[config.mk]
export PLATFORM = sky130hd
export DESIGN_NAME = stereo_tx_buffer
export DESIGN_NICKNAME = d
export VERILOG_FILES = /design/src/rtl/txbuf_pkg.sv /design/src/rtl/txbuf_pair_join.sv /design/src/rtl/txbuf_store.sv /design/src/rtl/txbuf_events.sv /design/src/rtl/stereo_tx_buffer.sv
export SDC_FILE = /design/constraint.sdc
export NUM_CORES = 1
export LEC_CHECK = 0
export BUFFER_PORTS_ARGS = -buffer_cell sky130_fd_sc_hd__buf_2
export CAP_MARGIN = 40
export CORE_ASPECT_RATIO = 1.5
export CORE_MARGIN = 5
export CORE_UTILIZATION = 45
export CTS_CLUSTER_DIAMETER = 30
export DETAILED_ROUTE_END_ITERATION = 10
export HOLD_SLACK_MARGIN = 0.1
export SLEW_MARGIN = 20
export SYNTH_ARGS = -nofsm -noshare
export SYNTH_HDL_FRONTEND = slang
export SYNTH_SLANG_ARGS = --single-unit
[constraint.sdc]
create_clock -name clk -period 5.7 [get_ports clk]
set_clock_uncertainty 0.05 [all_clocks]
set_input_delay 0.285 -clock clk [delete_from_list [all_inputs] [get_ports clk]]
set_output_delay 0.285 -clock clk [all_outputs]
set_load 0.01 [all_outputs]
[src/rtl/txbuf_pkg.sv]
// Shared defaults and the watermark encoding for the stereo transmit buffer.
package txbuf_pkg;
    localparam int unsigned SAMPLE_W_DEF = 24;
    localparam int unsigned DEPTH_DEF    = 8;

    // Low-water threshold selection.
    typedef enum logic {
        WM_HALF  = 1'b0,
        WM_EMPTY = 1'b1
    } watermark_e;
endpackage

[src/rtl/txbuf_pair_join.sv]
// Collects a left and a right half and reports a committed pair.
// Assumes: the halves may arrive in any order; a repeated half overwrites
// the held one; everything held is discarded while 'active' is low.
module txbuf_pair_join #(
    parameter int unsigned SAMPLE_W = 24,
    localparam int unsigned PAIR_W  = 2 * SAMPLE_W
) (
    input  logic                clk,
    input  logic                rst_n,
    input  logic                active,
    input  logic                left_wr,
    input  logic [SAMPLE_W-1:0] left_data,
    input  logic                right_wr,
    input  logic [SAMPLE_W-1:0] right_data,
    output logic                commit,
    output logic [PAIR_W-1:0]   pair_data
);
    logic                have_l, have_r;
    logic [SAMPLE_W-1:0] hold_l, hold_r;
    logic                take_l, take_r;

    // Pair is complete when each half is either held or arriving now.
    always_comb begin
        take_l    = have_l | left_wr;
        take_r    = have_r | right_wr;
        commit    = active & take_l & take_r;
        pair_data = {(left_wr ? left_data : hold_l), (right_wr ? right_data : hold_r)};
    end

    // Track which halves are waiting for their partner.
    always_ff @(posedge clk) begin
        if (!rst_n || !active) begin
            have_l <= 1'b0;
            have_r <= 1'b0;
        end else if (commit) begin
            have_l <= 1'b0;
            have_r <= 1'b0;
        end else begin
            if (left_wr)  have_l <= 1'b1;
            if (right_wr) have_r <= 1'b1;
        end
    end

    // Keep the most recent value written to each half.
    always_ff @(posedge clk) begin
        if (!rst_n || !active) begin
            hold_l <= '0;
            hold_r <= '0;
        end else begin
            if (left_wr)  hold_l <= left_data;
            if (right_wr) hold_r <= right_data;
        end
    end
endmodule

[src/rtl/txbuf_store.sv]
// Circular store of DEPTH pairs with a level counter.
// Assumes: push and pop are judged on the level at the start of the cycle;
// a flush empties the store synchronously and takes priority.
module txbuf_store #(
    parameter int unsigned PAIR_W = 48,
    parameter int unsigned DEPTH  = 8,
    localparam int unsigned AW    = (DEPTH > 1) ? $clog2(DEPTH) : 1,
    localparam int unsigned CW    = $clog2(DEPTH + 1)
) (
    input  logic              clk,
    input  logic              rst_n,
    input  logic              flush,
    input  logic              push,
    input  logic [PAIR_W-1:0] wdata,
    input  logic              pop,
    output logic [PAIR_W-1:0] head,
    output logic [CW-1:0]     level,
    output logic              is_full,
    output logic              is_empty,
    output logic              pop_ok
);
    logic [PAIR_W-1:0] mem [DEPTH];
    logic [AW-1:0]     wr_ptr, rd_ptr;
    logic              push_ok;

    // Accept operations only against the current level.
    always_comb begin
        is_full  = (level == CW'(DEPTH));
        is_empty = (level == '0);
        push_ok  = push & ~is_full;
        pop_ok   = pop & ~is_empty;
        head     = mem[rd_ptr];
    end

    // One write-enabled register per entry.
    for (genvar i = 0; i < DEPTH; i++) begin : g_entry
        always_ff @(posedge clk) begin
            if (!rst_n)
                mem[i] <= '0;
            else if (push_ok && !flush && wr_ptr == AW'(i))
                mem[i] <= wdata;
        end
    end

    // Advance the pointers with wrap and keep the level in step.
    always_ff @(posedge clk) begin
        if (!rst_n || flush) begin
            wr_ptr <= '0;
            rd_ptr <= '0;
            level  <= '0;
        end else begin
            if (push_ok) wr_ptr <= (wr_ptr == AW'(DEPTH - 1)) ? '0 : wr_ptr + 1'b1;
            if (pop_ok)  rd_ptr <= (rd_ptr == AW'(DEPTH - 1)) ? '0 : rd_ptr + 1'b1;
            case ({push_ok, pop_ok})
                2'b10:   level <= level + 1'b1;
                2'b01:   level <= level - 1'b1;
                default: level <= level;
            endcase
        end
    end
endmodule

[src/rtl/txbuf_events.sv]
// Sticky error flags and the interrupt combiner.
// Assumes: event inputs are already qualified by the channel being active;
// a set event outranks a clear in the same cycle.
module txbuf_events #(
    parameter int unsigned DEPTH = 8,
    localparam int unsigned CW   = $clog2(DEPTH + 1)
) (
    input  logic                   clk,
    input  logic                   rst_n,
    input  logic                   active,
    input  txbuf_pkg::watermark_e  wm,
    input  logic                   unf_ie,
    input  logic [CW-1:0]          level,
    input  logic                   ovf_evt,
    input  logic                   unf_evt,
    input  logic                   ovf_clr,
    input  logic                   unf_clr,
    output logic                   ovf_flag,
    output logic                   unf_flag,
    output logic                   irq
);
    logic low_water;

    // Hold each flag until cleared; a new event keeps it set.
    always_ff @(posedge clk) begin
        if (!rst_n) begin
            ovf_flag <= 1'b0;
            unf_flag <= 1'b0;
        end else begin
            ovf_flag <= ovf_evt | (ovf_flag & ~ovf_clr);
            unf_flag <= unf_evt | (unf_flag & ~unf_clr);
        end
    end

    // Pick the low-water threshold and merge the interrupt sources.
    always_comb begin
        if (wm == txbuf_pkg::WM_EMPTY)
            low_water = (level == '0);
        else
            low_water = (level <= CW'(DEPTH / 2));
        irq = active & (low_water | (unf_ie & unf_flag));
    end
endmodule

[src/rtl/stereo_tx_buffer.sv]
// Transmit sample buffer for a stereo serial audio port.
// Assumes: the serializer pops at most one pair per cycle and uses the
// outputs from the cycle after its pop; both enables are level signals.
module stereo_tx_buffer #(
    parameter int unsigned SAMPLE_W = txbuf_pkg::SAMPLE_W_DEF,
    parameter int unsigned DEPTH    = txbuf_pkg::DEPTH_DEF,
    localparam int unsigned PAIR_W  = 2 * SAMPLE_W,
    localparam int unsigned CW      = $clog2(DEPTH + 1)
) (
    input  logic                clk,
    input  logic                rst_n,
    input  logic                port_en,
    input  logic                chan_en,
    input  logic                wm_sel,
    input  logic                unf_ie,
    input  logic                left_wr,
    input  logic [SAMPLE_W-1:0] left_data,
    input  logic                right_wr,
    input  logic [SAMPLE_W-1:0] right_data,
    input  logic                pop_req,
    input  logic                ovf_clr,
    input  logic                unf_clr,
    output logic [SAMPLE_W-1:0] out_left,
    output logic [SAMPLE_W-1:0] out_right,
    output logic [CW-1:0]       fill_level,
    output logic                full,
    output logic                ovf_flag,
    output logic                unf_flag,
    output logic                irq
);
    logic              active;
    logic              commit;
    logic [PAIR_W-1:0] pair_data;
    logic [PAIR_W-1:0] head;
    logic              is_empty;
    logic              pop_ok;
    logic              ovf_evt, unf_evt;

    // Channel runs only when both enables are set.
    always_comb begin
        active  = port_en & chan_en;
        ovf_evt = commit & full;
        unf_evt = active & pop_req & is_empty;
    end

    txbuf_pair_join #(.SAMPLE_W(SAMPLE_W)) u_join (
        .clk        (clk),
        .rst_n      (rst_n),
        .active     (active),
        .left_wr    (left_wr),
        .left_data  (left_data),
        .right_wr   (right_wr),
        .right_data (right_data),
        .commit     (commit),
        .pair_data  (pair_data)
    );

    txbuf_store #(.PAIR_W(PAIR_W), .DEPTH(DEPTH)) u_store (
        .clk      (clk),
        .rst_n    (rst_n),
        .flush    (~active),
        .push     (commit),
        .wdata    (pair_data),
        .pop      (active & pop_req),
        .head     (head),
        .level    (fill_level),
        .is_full  (full),
        .is_empty (is_empty),
        .pop_ok   (pop_ok)
    );

    txbuf_events #(.DEPTH(DEPTH)) u_events (
        .clk      (clk),
        .rst_n    (rst_n),
        .active   (active),
        .wm       (txbuf_pkg::watermark_e'(wm_sel)),
        .unf_ie   (unf_ie),
        .level    (fill_level),
        .ovf_evt  (ovf_evt),
        .unf_evt  (unf_evt),
        .ovf_clr  (ovf_clr),
        .unf_clr  (unf_clr),
        .ovf_flag (ovf_flag),
        .unf_flag (unf_flag),
        .irq      (irq)
    );

    // Present the head pair on a pop, silence on an empty pop or when idle.
    always_ff @(posedge clk) begin
        if (!rst_n || !active) begin
            out_left  <= '0;
            out_right <= '0;
        end else if (pop_req) begin
            if (pop_ok) begin
                out_left  <= head[PAIR_W-1:SAMPLE_W];
                out_right <= head[SAMPLE_W-1:0];
            end else begin
                out_left  <= '0;
                out_right <= '0;
            end
        end
    end
endmodule

# After elaboration in Yosys (flattened, before gate mapping)
# Memories as Yosys holds them, arrays and structs flattened. A register that Yosys moved wholly into a read port is not among the register bits.
# Cells that the tools add are included.
# classes
bitwise	30
n_eq_ne	11
reduce_logical	17
muxes	43
addsub	4
magnitude_cmp	1
# op_table
operator	n
48-bit 2-to-1 mux	8
24-bit 2-to-1 mux	4
1-bit 2-to-1 mux	26
3-bit == test (second input constant)	5
1-bit OR	13
1-bit bitwise AND	12
3-bit 2-to-1 mux	4
1-bit logical AND	9
4-bit one-hot mux with 2 select lines	1
3-bit by 1-bit adder with 3-bit output (second input constant)	2
3-bit by 2-bit == test with 1-bit output (second input constant)	2
1-bit inverter	5
4-bit by 1-bit adder with 4-bit output (second input constant)	1
4-bit == test (second input constant)	1
4-bit by 3-bit less-or-equal comparator with 1-bit output (second input constant)	1
4-bit logical NOT	1
4-bit by 1-bit subtractor with 4-bit output (second input constant)	1
3-bit by 1-bit == test with 1-bit output (second input constant)	1
3-bit logical NOT	1
2-bit by 1-bit == test with 1-bit output (second input constant)	1
2-bit == test (second input constant)	1
1-bit logical NOT	2
1-bit logical OR	2
2-bit nonzero test	1
2-bit OR reduction	1
# word_totals
ramBits	384
regBits	110
memories	1
inputBits	59
wordCells	118
# memory_table
memory	depth	width	read_ports	rd_ports_with_merged_regs	wr	line	source
u_store.mem	8	48	1	1	8	txbuf_store.sv:22	logic [PAIR_W-1:0] mem [DEPTH];

# Longest topological paths before layout
# depth
depth_word	10
mapped_depth	11
ltp_nobuf	10

# Cells and area by module
# Synthesis repeated with hierarchy kept, for this count alone.
# unflattened
hier_cells	1522
hier_area_um2	22133.7
# modules_own_cells
mod	area_per_inst_um2	n_inst	cells_each
txbuf_store	17555.6	1	1129
stereo_tx_buffer	2376.0	1	219
txbuf_pair_join	2094.5	1	163
txbuf_events	107.6	1	11

# Worst setup path before layout
# Ideal clock, no wire load.
# synth_path
path_kind	register to register
from	reg u_store.level[1]
to	mem u_store.mem[0][0], enable pin
required_time_ns	5.124
path_slack_ns	0.368
stages_incl_launch_ff	6
synth_period_minus_slack_ns	5.332
t_arrival_ns	4.756
cell_sequence	dfxtp_1 -> buf_2 -> nor4b_4 -> nor3_2 -> inv_2 -> o31ai_1
# synth_lines
element	line	source
start, declared	txbuf_store.sv:17	output logic [CW-1:0] level,
start signal, assigned	txbuf_store.sv:55	2'b10: level <= level + 1'b1;
start signal, assigned	txbuf_store.sv:56	2'b01: level <= level - 1'b1;
start signal, assigned	txbuf_store.sv:57	default: level <= level;
end, declared	txbuf_store.sv:22	

==> key figures <==
Placement
  – IO buf count: 114
  – Routability Congestion: 0.768
  – HPWL after DPL: approximately 28 mm
  – Worst slack, placed: 2300 ps

Worst setup path
  – CP Capture Type: flip-flop
  – Worst-path fanout max: 27
  – Critical Path RT: around 6100 ps
  – Worst path arrival time: 3450 ps
  – CP Class: reg -> reg
  – CP startpoint: u_store.level[1]
  – CP Launch Type: flip-flop
  – RR Startpoint: u_store.level[1]

Clock network
  – Clock tree buffer depth: 3
  – Post-cts sizing count: 0
  – CTS H-Tree Depth: 3
  – TritonCTS sink count: 497
  – CTS Root Cell: clkbuf_16
  – Postcts setup bufs: 0
  – Clk Latency, worst-skew pair: roughly 600 ps
  – CTS tree: built
  – CTS clk-pin slew, worst paths: around 50 ps
  – TritonCTS buffer count: 80

Floorplanning
  – Die height: roughly 270 um
  – Die extent in x: roughly 180 um
  – FP Rows: 94
  – Top-level I/O count: between 100 and 150
  – Core area: 43800 um^2
  – Full die area: 48500 um^2
  – Initial Utilization: 0.454

Detailed routing
  – Drt total wl: ~50 mm
  – DRC: 0
  – First-pass DRT Iterations: 5
  – Vias post-DR: between 10000 and 15000
  – Drt wl/cell: approximately 22 um
  – Iter 0 DRT Violations: around 840
  – Vias per inst: approximately 5.4
  – Antenna viol nets, final: 0

Yosys
  – Top FF cell, synth: edfxtp_1
  – Area leader, netlist: edfxtp_1
  – Synth warn: 0
  – Post-Syn Area: between 15000 and 20000 um^2
  – Syn Inst Count: approximately 1400
  – Flops & latches, synth: approximately 500
  – Post-synthesis cell type count: 34
  – Share of the synthesized area in the top cell type: 0.581
  – Syn Nets: 1483
  – Register area share after synthesis: 0.694
  – Async set or reset register ratio after synthesis: 0
  – Number of synthesized flops with an enable pin: about 380
  – Avg Cell Area, Syn: between 10 and 15 um^2
  – Top area cells in the synthesized netlist: edfxtp_1, dfxtp_1, mux4_2

Cells and area
  – Nets: ~1600
  – Fillers: 3590
  – Area growth, synth to finish: 22.3%
  – Inserted Diodes: 0
  – Layout cells sized above 1: 0.251

GRT
  – First-pass GRT wire length: 74.7 mm
  – Number of antenna violations at the first check in global routing: 0
  – Gr usage total: 0.203
  – GRT overflow: 0
  – Largest net degree at the start of global routing: 62
  – Vias in the first global route: roughly 13000

Hold path
  – Hold Crit Class: in -> reg
  – Hold path start: right_data[10]

STA
  – # setup viols final: 0
  – Worst Hold Slack: about 120 ps
  – Highest clock rate: between 300 and 400 MHz
  – Slew HR: 0.397
  – Tcrit/Tclk final: 0.537
  – Slew Limit Fails: 0
  – Slew @ Worst Pin: ~900 ps
  – Post-route setup slack: roughly 2600 ps
  – Hold Vio Cnt, Final: 0
  – Setup TNS: 0 ps
  – RSZ-0062 raised after global routing: no
  – Final min period: slightly above 3000 ps

Run
  – Max cap viols: 0

Power and ir drop
  – Max VDD drop: 0.208 mV
  – Leakage: between 9 and 10 nW
  – Pwr Total: around 9.3 mW
  – Power per cell area: roughly 380 nW/um^2

Outcome
  – Status: finished, final reports clean
-- layout make-up --
type	count	area, um^2	share of cell area
clock inverters	59	712	0.0293
clock buffers	91	2100	0.0863
multi-input cells	815	5810	0.239
inverters	8	30.0	0.00124
repair buffers	170	1130	0.0464
well taps	576	721	0.0297
flip-flops and latches	497	13800	0.568
-- where the power goes --
group / total (mW) / internal [mW] / switching, mW
clock network: 4.98 / 3.19 / 1.79
logic: 0.288 / 0.0961 / 0.192
registers: 4.03 / 4.00 / 0.0285
-- worst paths after layout --
check | end | slack, ps | depth (start not counted)
max | u_store.mem[4][3] | 2640 | 5
min | u_join.hold_r[10] | 120 | 3
max reg2reg | u_store.mem[4][3] | 2640 | 5
min reg2reg | out_left[5] | 380 | 2
-- metal layers --
metal,vias up,share of wire,GRT usage
li1,5461,-,-
met1,6064,0.39,0.249
met2,369,0.53,0.362
met3,77,0.055,0.0321
met4,0,0.029,0.0816
met5,-,0,0
-- cell usage in the layout, fill, tap and decap left out, types with 3 or more instances in the layout --
cell,synthesis,final
o31ai_4,0,6
bufinv_16,0,11
buf_12,0,5
inv_6,0,11
xor2_1,3,3
clkinv_2,0,11
clkinv_1,0,6
clkinv_8,0,5
dlygate4sd3_1,0,18
a22oi_1,48,48
nand3_2,0,5
a21oi_1,8,8
buf_4,0,27
clkbuf_1,47,8
o21ai_0,5,5
mux4_2,96,96
ha_1,11,11
nand2_1,109,105
buf_2,43,115
dfxtp_1,113,111
mux2i_1,50,50
clkinv_4,0,5
nor2_1,446,445
edfxtp_1,384,384
clkbuf_16,0,82
inv_1,7,7
clkinvlp_4,0,8
-- sequential cells by signal, indices dropped and copies added, names as in the netlist, named ones only --
signal             flops
u_join.have_l          1
u_join.hold_r         24
out_right             24
u_join.hold_l         24
out_left              24
u_events.unf_flag      1
u_store.mem          384
u_join.have_r          1
u_store.wr_ptr         3
u_store.level          4
u_store.rd_ptr         3
u_events.ovf_flag      1
-- critical path, cell delays in order (launching register included) --
cell and delay [ps]:
dfxtp_1 580, nor4b_4 150, nor4b_4 760, nand3_2 670
buf_4 510, nor2_1 160
-- timing repair --
item                                    4_1_cts  5_1_grt
hold buffers                                 16        2
endpoints found under the setup margin        0        0
hold endpoints to repair                     15        2
-- cell usage after synthesis, drive strengths merged, types with 2 or more instances --
cell type and instances:
nor3 4, mux2i 50, or3 2, ha 11, inv 8, o31ai 6, o22ai 2, nand3b 2
edfxtp 384, nor4b 3, clkbuf 47, nand3 8, nor2 446, a22oi 48, xor2 3, mux4 96
nand2 109, buf 46, a21oi 8, a211oi 2, o21ai 5, nor2b 2, dfxtp 113, nand2b 2
-- metrics by stage --
stage,area (um^2),std cells,utilization
global route,24300,2216,0.555
global placement,21100,2036,0.483
detailed placement,21300,2044,0.486
finish,24300,2216,0.555
floorplan,19900,1413,-
CTS,24200,2210,0.554
-- cell families after synthesis --
kind of cell,Yosys count,synth area share
adders and majority gates,11,0.00693
muxes,147,0.135
AOI/OAI and AO/OA,73,0.0259
xor gates and xnor gates,3,0.00132
DFF,497,0.694
buffers and inverters,101,0.0218
and+or+nand+nor,581,0.115
(Power assumes the default switching activity.)
